File: src/rtl/i2c_irq_pkg.sv
package i2c_irq_pkg;

    localparam int REG_W = 16;

    // status / enable bit positions (software decodes these)
    localparam int B_ARB   = 0;
    localparam int B_NACK  = 1;
    localparam int B_ARDY  = 2;
    localparam int B_RRDY  = 3;
    localparam int B_XRDY  = 4;
    localparam int B_ADZ   = 8;
    localparam int B_SLV   = 9;
    localparam int B_XUND  = 10;
    localparam int B_ROVF  = 11;
    localparam int B_BUSY  = 12;
    localparam int B_RDRN  = 13;
    localparam int B_XDRN  = 14;

    // wakeup-only positions
    localparam int W_DRDY  = 3;
    localparam int W_GCALL = 5;
    localparam int W_START = 6;
    localparam int W_BFREE = 8;

    localparam logic [REG_W-1:0] LATCH_MASK = 16'h6F1F;
    localparam logic [REG_W-1:0] EN_MASK    = 16'h601F;
    localparam logic [REG_W-1:0] WAKE_MASK  = 16'h636F;

    typedef enum logic [2:0] {
        VEC_NONE = 3'd0,
        VEC_ARB  = 3'd1,
        VEC_NACK = 3'd2,
        VEC_ARDY = 3'd3,
        VEC_RRDY = 3'd4,
        VEC_XRDY = 3'd5
    } vec_code_e;

    typedef enum logic {
        LINE_QUIET  = 1'b0,
        LINE_RAISED = 1'b1
    } line_state_e;

endpackage

File: src/rtl/irq_status_bank.sv
module irq_status_bank
    import i2c_irq_pkg::*;
(
    input  logic             clk,
    input  logic             rst_n,
    input  logic [REG_W-1:0] evt_set,
    input  logic [REG_W-1:0] clr_bits,
    input  logic [REG_W-1:0] vec_clr,
    output logic [REG_W-1:0] stat_q
);

    logic [REG_W-1:0] stat_d;

    // a fresh event outranks any clear in the same cycle
    always_comb begin
        stat_d = (evt_set | (stat_q & ~(clr_bits | vec_clr))) & LATCH_MASK;
    end

    always_ff @(posedge clk or negedge rst_n) begin
        if (!rst_n) begin
            stat_q <= '0;
        end else begin
            stat_q <= stat_d;
        end
    end

endmodule

File: src/rtl/irq_vector_enc.sv
module irq_vector_enc #(
    parameter int NSRC = 5,
    localparam int CW  = $clog2(NSRC + 1)
) (
    input  logic [NSRC-1:0] pend,
    output logic [CW-1:0]   code,
    output logic [NSRC-1:0] onehot
);

    // scan from the top so the lowest pending index is left standing
    always_comb begin
        code   = '0;
        onehot = '0;
        for (int i = NSRC - 1; i >= 0; i--) begin
            if (pend[i]) begin
                code   = CW'(i + 1);
                onehot = NSRC'(1) << i;
            end
        end
    end

endmodule

File: src/rtl/irq_line_fsm.sv
module irq_line_fsm
    import i2c_irq_pkg::*;
(
    input  logic clk,
    input  logic rst_n,
    input  logic irq_req,
    input  logic wake_req,
    output logic irq_o,
    output logic wake_o
);

    line_state_e state_q;
    line_state_e state_d;
    logic        wake_q;

    always_comb begin
        state_d = state_q;
        unique case (state_q)
            LINE_QUIET:  if (irq_req)  state_d = LINE_RAISED;
            LINE_RAISED: if (!irq_req) state_d = LINE_QUIET;
            default:     state_d = LINE_QUIET;
        endcase
    end

    always_ff @(posedge clk or negedge rst_n) begin
        if (!rst_n) begin
            state_q <= LINE_QUIET;
            wake_q  <= 1'b0;
        end else begin
            state_q <= state_d;
            wake_q  <= wake_req;
        end
    end

    always_comb begin
        irq_o  = (state_q == LINE_RAISED);
        wake_o = wake_q;
    end

endmodule

File: src/rtl/irq_vec_unit.sv
module irq_vec_unit
    import i2c_irq_pkg::*;
#(
    parameter int ADDR_W  = 2,
    parameter int OFS_EN  = 0,
    parameter int OFS_ST  = 1,
    parameter int OFS_VEC = 2,
    parameter int NSRC    = 5,
    localparam int CW     = $clog2(NSRC + 1)
) (
    input  logic              clk,
    input  logic              rst_n,
    input  logic              legacy_mode,
    input  logic [ADDR_W-1:0] reg_addr,
    input  logic              reg_wr,
    input  logic              reg_rd,
    input  logic [REG_W-1:0]  reg_wdata,
    output logic [REG_W-1:0]  reg_rdata,
    input  logic [REG_W-1:0]  evt_set,
    input  logic              gencall_evt,
    input  logic              start_evt,
    input  logic              bus_busy,
    output logic              irq_o,
    output logic              wake_o
);

    localparam logic [ADDR_W-1:0] A_EN  = ADDR_W'(OFS_EN);
    localparam logic [ADDR_W-1:0] A_ST  = ADDR_W'(OFS_ST);
    localparam logic [ADDR_W-1:0] A_VEC = ADDR_W'(OFS_VEC);

    logic [REG_W-1:0] en_q;
    logic [REG_W-1:0] wake_en_q;
    logic [REG_W-1:0] stat_q;
    logic [REG_W-1:0] pend_all;
    logic [REG_W-1:0] clr_bits;
    logic [REG_W-1:0] vec_clr;
    logic [REG_W-1:0] wake_src;
    logic [CW-1:0]    vec_code;
    logic [NSRC-1:0]  vec_onehot;
    logic             vec_rd;
    logic             busy_q;
    logic             irq_req;
    logic             wake_req;

    // ---------------- control registers ----------------
    always_ff @(posedge clk or negedge rst_n) begin
        if (!rst_n) begin
            en_q      <= '0;
            wake_en_q <= '0;
            busy_q    <= 1'b0;
        end else begin
            busy_q <= bus_busy;
            if (reg_wr && reg_addr == A_EN) begin
                en_q <= reg_wdata & EN_MASK;
            end
            if (reg_wr && reg_addr == A_VEC) begin
                wake_en_q <= reg_wdata & WAKE_MASK;
            end
        end
    end

    // ---------------- status flags ----------------
    always_comb begin
        clr_bits = (reg_wr && reg_addr == A_ST) ? reg_wdata : '0;
        vec_rd   = reg_rd && legacy_mode && (reg_addr == A_VEC);
        vec_clr  = '0;
        if (vec_rd) begin
            vec_clr[NSRC-1:0] = vec_onehot;
        end
    end

    irq_status_bank u_bank (
        .clk      (clk),
        .rst_n    (rst_n),
        .evt_set  (evt_set & LATCH_MASK),
        .clr_bits (clr_bits),
        .vec_clr  (vec_clr),
        .stat_q   (stat_q)
    );

    // ---------------- vector encoder ----------------
    assign pend_all = stat_q & en_q;

    irq_vector_enc #(.NSRC(NSRC)) u_enc (
        .pend   (pend_all[NSRC-1:0]),
        .code   (vec_code),
        .onehot (vec_onehot)
    );

    // ---------------- wakeup sources ----------------
    always_comb begin
        wake_src          = '0;
        wake_src[B_ARB]   = stat_q[B_ARB];
        wake_src[B_NACK]  = stat_q[B_NACK];
        wake_src[B_ARDY]  = stat_q[B_ARDY];
        wake_src[W_DRDY]  = stat_q[B_RRDY] | stat_q[B_XRDY];
        wake_src[W_GCALL] = gencall_evt;
        wake_src[W_START] = start_evt;
        wake_src[W_BFREE] = busy_q & ~bus_busy;
        wake_src[B_SLV]   = stat_q[B_SLV];
        wake_src[B_RDRN]  = stat_q[B_RDRN];
        wake_src[B_XDRN]  = stat_q[B_XDRN];
        wake_req          = |(wake_src & wake_en_q);
        irq_req           = |pend_all;
    end

    irq_line_fsm u_line (
        .clk      (clk),
        .rst_n    (rst_n),
        .irq_req  (irq_req),
        .wake_req (wake_req),
        .irq_o    (irq_o),
        .wake_o   (wake_o)
    );

    // ---------------- read mux ----------------
    always_comb begin
        reg_rdata = '0;
        if (reg_addr == A_EN) begin
            reg_rdata = en_q;
        end else if (reg_addr == A_ST) begin
            reg_rdata         = stat_q;
            reg_rdata[B_BUSY] = bus_busy;
        end else if (reg_addr == A_VEC) begin
            if (legacy_mode) begin
                reg_rdata[CW-1:0] = vec_code;
            end else begin
                reg_rdata = wake_en_q;
            end
        end
    end

endmodule

File: config.mk
export PLATFORM = sky130hd
export DESIGN_NAME = irq_vec_unit
export DESIGN_NICKNAME = d
export VERILOG_FILES = /design/src/rtl/i2c_irq_pkg.sv /design/src/rtl/irq_status_bank.sv /design/src/rtl/irq_vector_enc.sv /design/src/rtl/irq_line_fsm.sv /design/src/rtl/irq_vec_unit.sv
export SDC_FILE = /design/constraint.sdc
export NUM_CORES = 1
export LEC_CHECK = 0
export CELL_PAD_IN_SITES_DETAIL_PLACEMENT = 1
export CELL_PAD_IN_SITES_GLOBAL_PLACEMENT = 2
export CORE_ASPECT_RATIO = 0.8
export CORE_MARGIN = 10
export CORE_UTILIZATION = 28
export CTS_BUF_LIST = sky130_fd_sc_hd__clkbuf_2 sky130_fd_sc_hd__clkbuf_4 sky130_fd_sc_hd__clkbuf_8
export DETAILED_ROUTE_END_ITERATION = 8
export GPL_TIMING_DRIVEN = 1
export HOLD_SLACK_MARGIN = 0.02
export PLACE_DENSITY = 0.88
export SYNTH_ARGS = -nofsm -noshare
export SYNTH_HDL_FRONTEND = slang
export SYNTH_HIERARCHICAL = 1
export SYNTH_SLANG_ARGS = --single-unit
File: constraint.sdc
create_clock -name clk -period 1.99 [get_ports clk]
set_input_delay 0.398 -clock clk [delete_from_list [all_inputs] [get_ports clk]]
set_output_delay 0.398 -clock clk [all_outputs]
set_load 0.02 [all_outputs]
==> run metrics, run 1 <==
DR vias=around 1,500; Leak Pwr=~0.0012 uW; achievable frequency=roughly 500 MHz; antenna-violating nets left=0; Max Cap Violations=0; Worst Hold Class=reg2reg; vias in the first global route=between 1,500 and 2,000; initial antenna violation count=0; Post-route DRC=0; gpl congestion=~0.79; Die Width=around 110 um; Core Footprint=between 5000 and 6000 um^2; grt peak-use layer=met2; clk_lat worst skew=0.28 ns; Critical Path Source Type=flop; GR Overflow Total=0; Routed Wire Length=between 5000 and 6000 um; met3 Track Usage GR=roughly 4.0%; worst-path maximum fanout=3; crit path capture type=output pin; DPL Wire Length=~4500 um; Clk pin slew, worst setup/hold paths=roughly 0.06 ns; status=finished, violations left; total power=between 1500 and 2000 uW; drt pass-1 iters=4; RSZ-0062 raised after global routing=true; input/output buffers=49; CP Class=reg2out; Clock Power Share=a little over a quarter; Final Skew=around 0.0047 ns; Comb power frac=approximately a third; share of post-route cells with drive strength above 1=roughly a third; post-synthesis cell count=about 160; Slew Limit Fails=0; Post-CTS Hold Fix Bufs=0; Critical Path RT=1.59 ns; CTS Buffer Depth=2; final period utilization=100.1%; first-pass GRT wire length=around 9000 um; largest net degree at the start of global routing=32; Switching Power=about 550 uW; wire per inst=16.66 um; Sw Ratio=29.15%; Clock Root Buffer=clkbuf_8; R2R Setup Slk=~0.42 ns; P_int=between 1000 and 1500 uW; Seq pwr share=41.2%; PD cells=709.1 nW/um^2; DR iter-0 viols=38; DIE AREA=roughly 10000 um^2; CTS tree=done; Ys Warns=6; Tmin final=approximately 2.0 ns; GRT Overall Usage=a little under an eighth; Core Rows=25; area grow syn2layout=53.08%; peak supply drop=between 0.4 and 0.5 mV; H-tree lvl count=2; Final Hold Fails=0; post-layout net count=~300; hold_ws=about 0.47 ns; critical path arrival=between 1.5 and 2 ns; diode count=0; Final setup viols=1; mapped cell area=1725 um^2; met1 Use GR=between 10 and 15%; I/O pins=60; vias per cell=roughly 4.6; failing checks=setup timing; height of the die=90.21 um; CTS Buf Count=5; Syn Area/Cell=~11 um^2; TritonCTS Sinks=31; initial core utilization=slightly below 30%; met2 Track Usage GR=between 20 and 25%; setup ws final=-0.001226 ns
-- routing by layer --
| layer | wire length [um] | vias to the layer above |
|---|---|---|
| li1 | - | 741 |
| met1 | 2456 | 748 |
| met2 | 2771 | 33 |
| met3 | 278 | 6 |
| met4 | 42 | 0 |
| met5 | 0 | - |
-- sequential cells by signal, summed over array words and instances, names as in the netlist --
register / flops
busy_q: 1
en_q: 7
u_bank/stat_q: 11
u_line/irq_o: 1
u_line/wake_o: 1
wake_en_q: 10
-- path summary, 6_finish.rpt --
path                                   start                end  cells past startpoint
hold / removal             u_bank/stat_q[11]  u_bank/stat_q[11]                      1
hold reg to reg            u_bank/stat_q[11]  u_bank/stat_q[11]                      1
max in group asynchronous              rst_n            en_q[2]                      2
setup reg to reg            u_bank/stat_q[2]       u_line/irq_o                      4
min in group asynchronous              rst_n  u_bank/stat_q[10]                      2
setup / recovery            u_bank/stat_q[2]       reg_rdata[2]                      6
-- power groups by stage --
stage / Sequential, uW / Combinational (uW) / Clock [uW]
floorplan: 769 / 291 / 0
global placement: 779 / 564 / 0
detailed placement: 784 / 578 / 0
CTS: 773 / 602 / 517
global route: 784 / 658 / 556
finish: 773 / 601 / 500
-- worst max-delay path, cell delays in order (launching register included) --
cell	delay [ns]
dfrtp_1	0.38
and2_4	0.18
nor3_4	0.17
o21a_1	0.14
mux2i_1	0.06
o22ai_1	0.20
buf_4	0.18
-- cell usage in the layout, fill, tap and decap left out, drive strengths merged, types with 2 or more instances in the layout --
cell           instances
buf                   40
clkdlybuf4s50         32
dfrtp                 31
mux2                  17
nor2                  17
and2                  16
and3                  11
a21o                  11
mux2i                 10
conb                  10
clkbuf                10
clkdlybuf4s15          7
nand3                  4
o21ai                  4
a32o                   4
o22ai                  3
a22o                   3
dlygate4sd2            3
nor2b                  2
nand2                  2
o21a                   2
a221oi                 2
nand2b                 2
nor3b                  2
-- metrics by stage --
| stage | std cells | area [um^2] | TNS, ns | setup slack, ns | utilization, % |
|---|---|---|---|---|---|
| after floorplan | 172 | 1755 | 0 | 0.2110 | - |
| after detailed placement | 324 | 2531 | -7.360 | -0.6079 | 42.59 |
| after global placement | 324 | 2531 | -6.302 | -0.4931 | 42.59 |
| after global routing | 333 | 2641 | -0.2276 | -0.08503 | 44.44 |
| after CTS | 332 | 2648 | -0.02373 | -0.01224 | 44.55 |
| final | 333 | 2641 | -0.001226 | -0.001226 | 44.44 |
-- area by class of cell --
cell class	count	area (um^2)
Tap cell	81	101.3
Clock buffer	6	82.58
Multi-Input combinational cell	128	933.4
Sequential cell	31	775.7
Clock inverter	1	5.005
Fill cell	699	3302
Timing Repair Buffer	86	743.2
-- timing repair --
item / in CTS / in global routing
gates resized for setup: 53 / 10
pin swaps: 3 / 3
setup buffers: 1 / 1
setup endpoints to repair: 14 / 12
(Power assumes the default switching activity.)
==> run 2: changes to the inputs <==
--- a/config.mk
+++ b/config.mk
@@ -15,6 +15,7 @@
 export GPL_TIMING_DRIVEN = 1
 export HOLD_SLACK_MARGIN = 0.02
 export PLACE_DENSITY = 0.88
+export SKIP_CTS_REPAIR_TIMING = 1
 export SYNTH_ARGS = -nofsm -noshare
 export SYNTH_HDL_FRONTEND = slang
 export SYNTH_HIERARCHICAL = 1
==> run 2 against run 1 <==
The flow still finishes with violations (setup timing); critical path depth up 1; worst setup slack got worse by 0.017 ns; maximum frequency decreased by 0.85%; sequential share of layout area shrank 0.64 points; clock power about the same; critical path type unchanged.
==> run metrics, run 2 (synthesized netlist as in run 1, its figures left out) <==
most frequent cells in the layout=37 x buf_4, 32 x clkdlybuf4s50_1, 31 x dfrtp_1; final period utilization=100.9% (+0.85 points); Seq pwr share=40.8% (-0.4 points); GR Overflow Total=0 (unchanged); met2 wire length=2780 um (+0.32%); initial antenna violation count=0 (unchanged); Critical Path Source Type=flop; GRT Overall Usage=11.68% (-0.16 points); post-layout net count=293 (-0.34%); Sw Ratio=29.45% (+0.30 points); Slew Limit Fails=0 (unchanged); worst-path maximum fanout=3 (unchanged); Metal-1 WL=2487 um (+1.3%); met3 wire len=307 um (+10%); initial core utilization=29.03% (unchanged); setup ws final=-0.01820 ns (-0.01698 ns); CP Class=reg2out; area grow syn2layout=56.49%; Worst Hold Class=reg2reg; Critical Path RT=1.59 ns (about the same); Post-DP Area=2531 um^2 (unchanged); CTS tree=done; Comb power frac=32.9% (+0.8 points); HP Start=u_bank/stat_q[11]; TritonCTS Sinks=31 (unchanged); Buf/Inv on CP=2 (+1); drt pass-1 iters=4 (unchanged); wire per inst=16.99 um (+2.0%); H-tree lvl count=2 (unchanged); PD cells=703.4 nW/um^2 (-0.80%); achievable frequency=498.0 MHz (-0.85%); setup TNS=-0.02523 ns (-0.02401 ns); Clock Power Share=26.3% (-0.4 points); Max Cap Violations=0 (unchanged); hold_ws=0.4668 ns (-0.0001740 ns); RSZ-0062 raised after global routing=true; Die Width=107.8 um (unchanged); commonest non-fill, non-tap cell in the layout=buf_4; reg2reg start=u_bank/stat_q[1]; Final setup viols=2 (+1); Slowest-stage cell, CP=dfrtp_1; Core Footprint=5943 um^2 (unchanged); top layer in use=met4; Core Rows=25 (unchanged); height of the die=90.21 um (unchanged); antenna-violating nets left=0 (unchanged); failing checks=setup timing; gpl congestion=0.7879 (unchanged); Clk pin slew, worst setup/hold paths=0.06 ns (about the same); Post-route DRC=0 (unchanged); Most flops, register=u_bank/stat_q; vias in the first global route=1,707 (-0.52%); DPL Wire Length=4466 um (unchanged); critical path arrival=1.61 ns (+0.02 ns); Final Skew=0.005545 ns (+0.0008281 ns); CTS Buffer Depth=2 (unchanged); Largest register FFs=11 (unchanged); Final Hold Fails=0 (unchanged); Clock Root Buffer=clkbuf_8; crit path capture type=output pin; first-pass GRT wire length=8997 um (-0.99%); clk_lat worst skew=0.28 ns (about the same); DR iter-0 viols=26 (-32%); DR vias=1,543 (+0.98%); Tmin final=2.008 ns (+0.01698 ns); P_int=1340 uW (+0.98%); I/O pins=60 (unchanged); Leak Pwr=0.001363 uW (+13%); DIE AREA=9721 um^2 (unchanged); status=finished, violations left; input/output buffers=49 (unchanged); largest net degree at the start of global routing=32 (unchanged); critical-path cell list=and2_4 > buf_6 > nor2_1 > a21oi_2 > mux2i_1 > o22ai_1 > buf_4; top flop regs=u_bank/stat_q: 11 flops, wake_en_q: 10 flops, en_q: 7 flops; peak supply drop=0.4639 mV (+2.1%); diode count=0 (unchanged); vias per cell=4.648 (+1.3%); CP peak stage delay=0.35 ns (-0.03 ns); share of post-route cells with drive strength above 1=30.68% (-2.7 points); Switching Power=559.4 uW (+2.4%); Critical Path Source=u_bank/stat_q[2]; CTS Buf Count=5 (unchanged); crit-path leading delay family=compound AO/OA/AOI/OAI gates; worst slack at placement=-0.6079 ns (unchanged); Routed Wire Length=5640 um (+1.7%); final instance area=2700 um^2 (+2.2%)
## run 2: changes by cell type in the layout (fill, tap and decap cells not counted), sizes merged
cell / before / now
dlygate4sd2: 3 / 0
buf: 40 / 39
clkdlybuf4s15: 7 / 0
dlymetal6s2s: 0 / 13
clkbuf: 10 / 7
## run 2: path summary, 6_finish.rpt
check                                    end  slack (ns)  cells after the start
max in group asynchronous       wake_en_q[1]        1.18                      2
min in group asynchronous  u_bank/stat_q[10]        0.51                      2
hold / removal             u_bank/stat_q[11]        0.47                      1
setup reg to reg                u_line/irq_o        0.40                      4
hold reg to reg            u_bank/stat_q[11]        0.47                      1
setup / recovery                reg_rdata[0]       -0.02                      7
## run 2: power groups by stage
stage / clock [uW] / sequential, uW / combinational, uW
2_1_floorplan: 0 / 769 / 291
3_3_place_gp: 0 / 779 / 564
3_5_place_dp: 0 / 784 / 578
4_1_cts: 517 / 772 / 581
5_1_grt: 557 / 785 / 679
6_report: 500 / 775 / 624
## run 2: layout make-up
| cell class | count | area [um^2] |
|---|---|---|
| fill | 683 | 3243 |
| multi-input combinational | 128 | 947.2 |
| timing repair buffer | 85 | 788.3 |
| sequential | 31 | 775.7 |
| tap | 81 | 101.3 |
| clock buffer | 6 | 82.58 |
| clock inverter | 1 | 5.005 |
## run 2: per-stage QoR
stage / instances / total power, uW / utilization, %
after floorplan: 172 / 1061 / -
after global placement: 324 / 1343 / 42.59
after detailed placement: 324 / 1362 / 42.59
after CTS: 331 / 1871 / 44.06
after global routing: 332 / 2021 / 45.43
final: 332 / 1899 / 45.43
## run 2: routing by layer
metal  vias up  track usage [%]
li1        742                -
met1       758            13.78
met2        35            19.65
met3         8            4.137
met4         0            2.667
met5         -                0
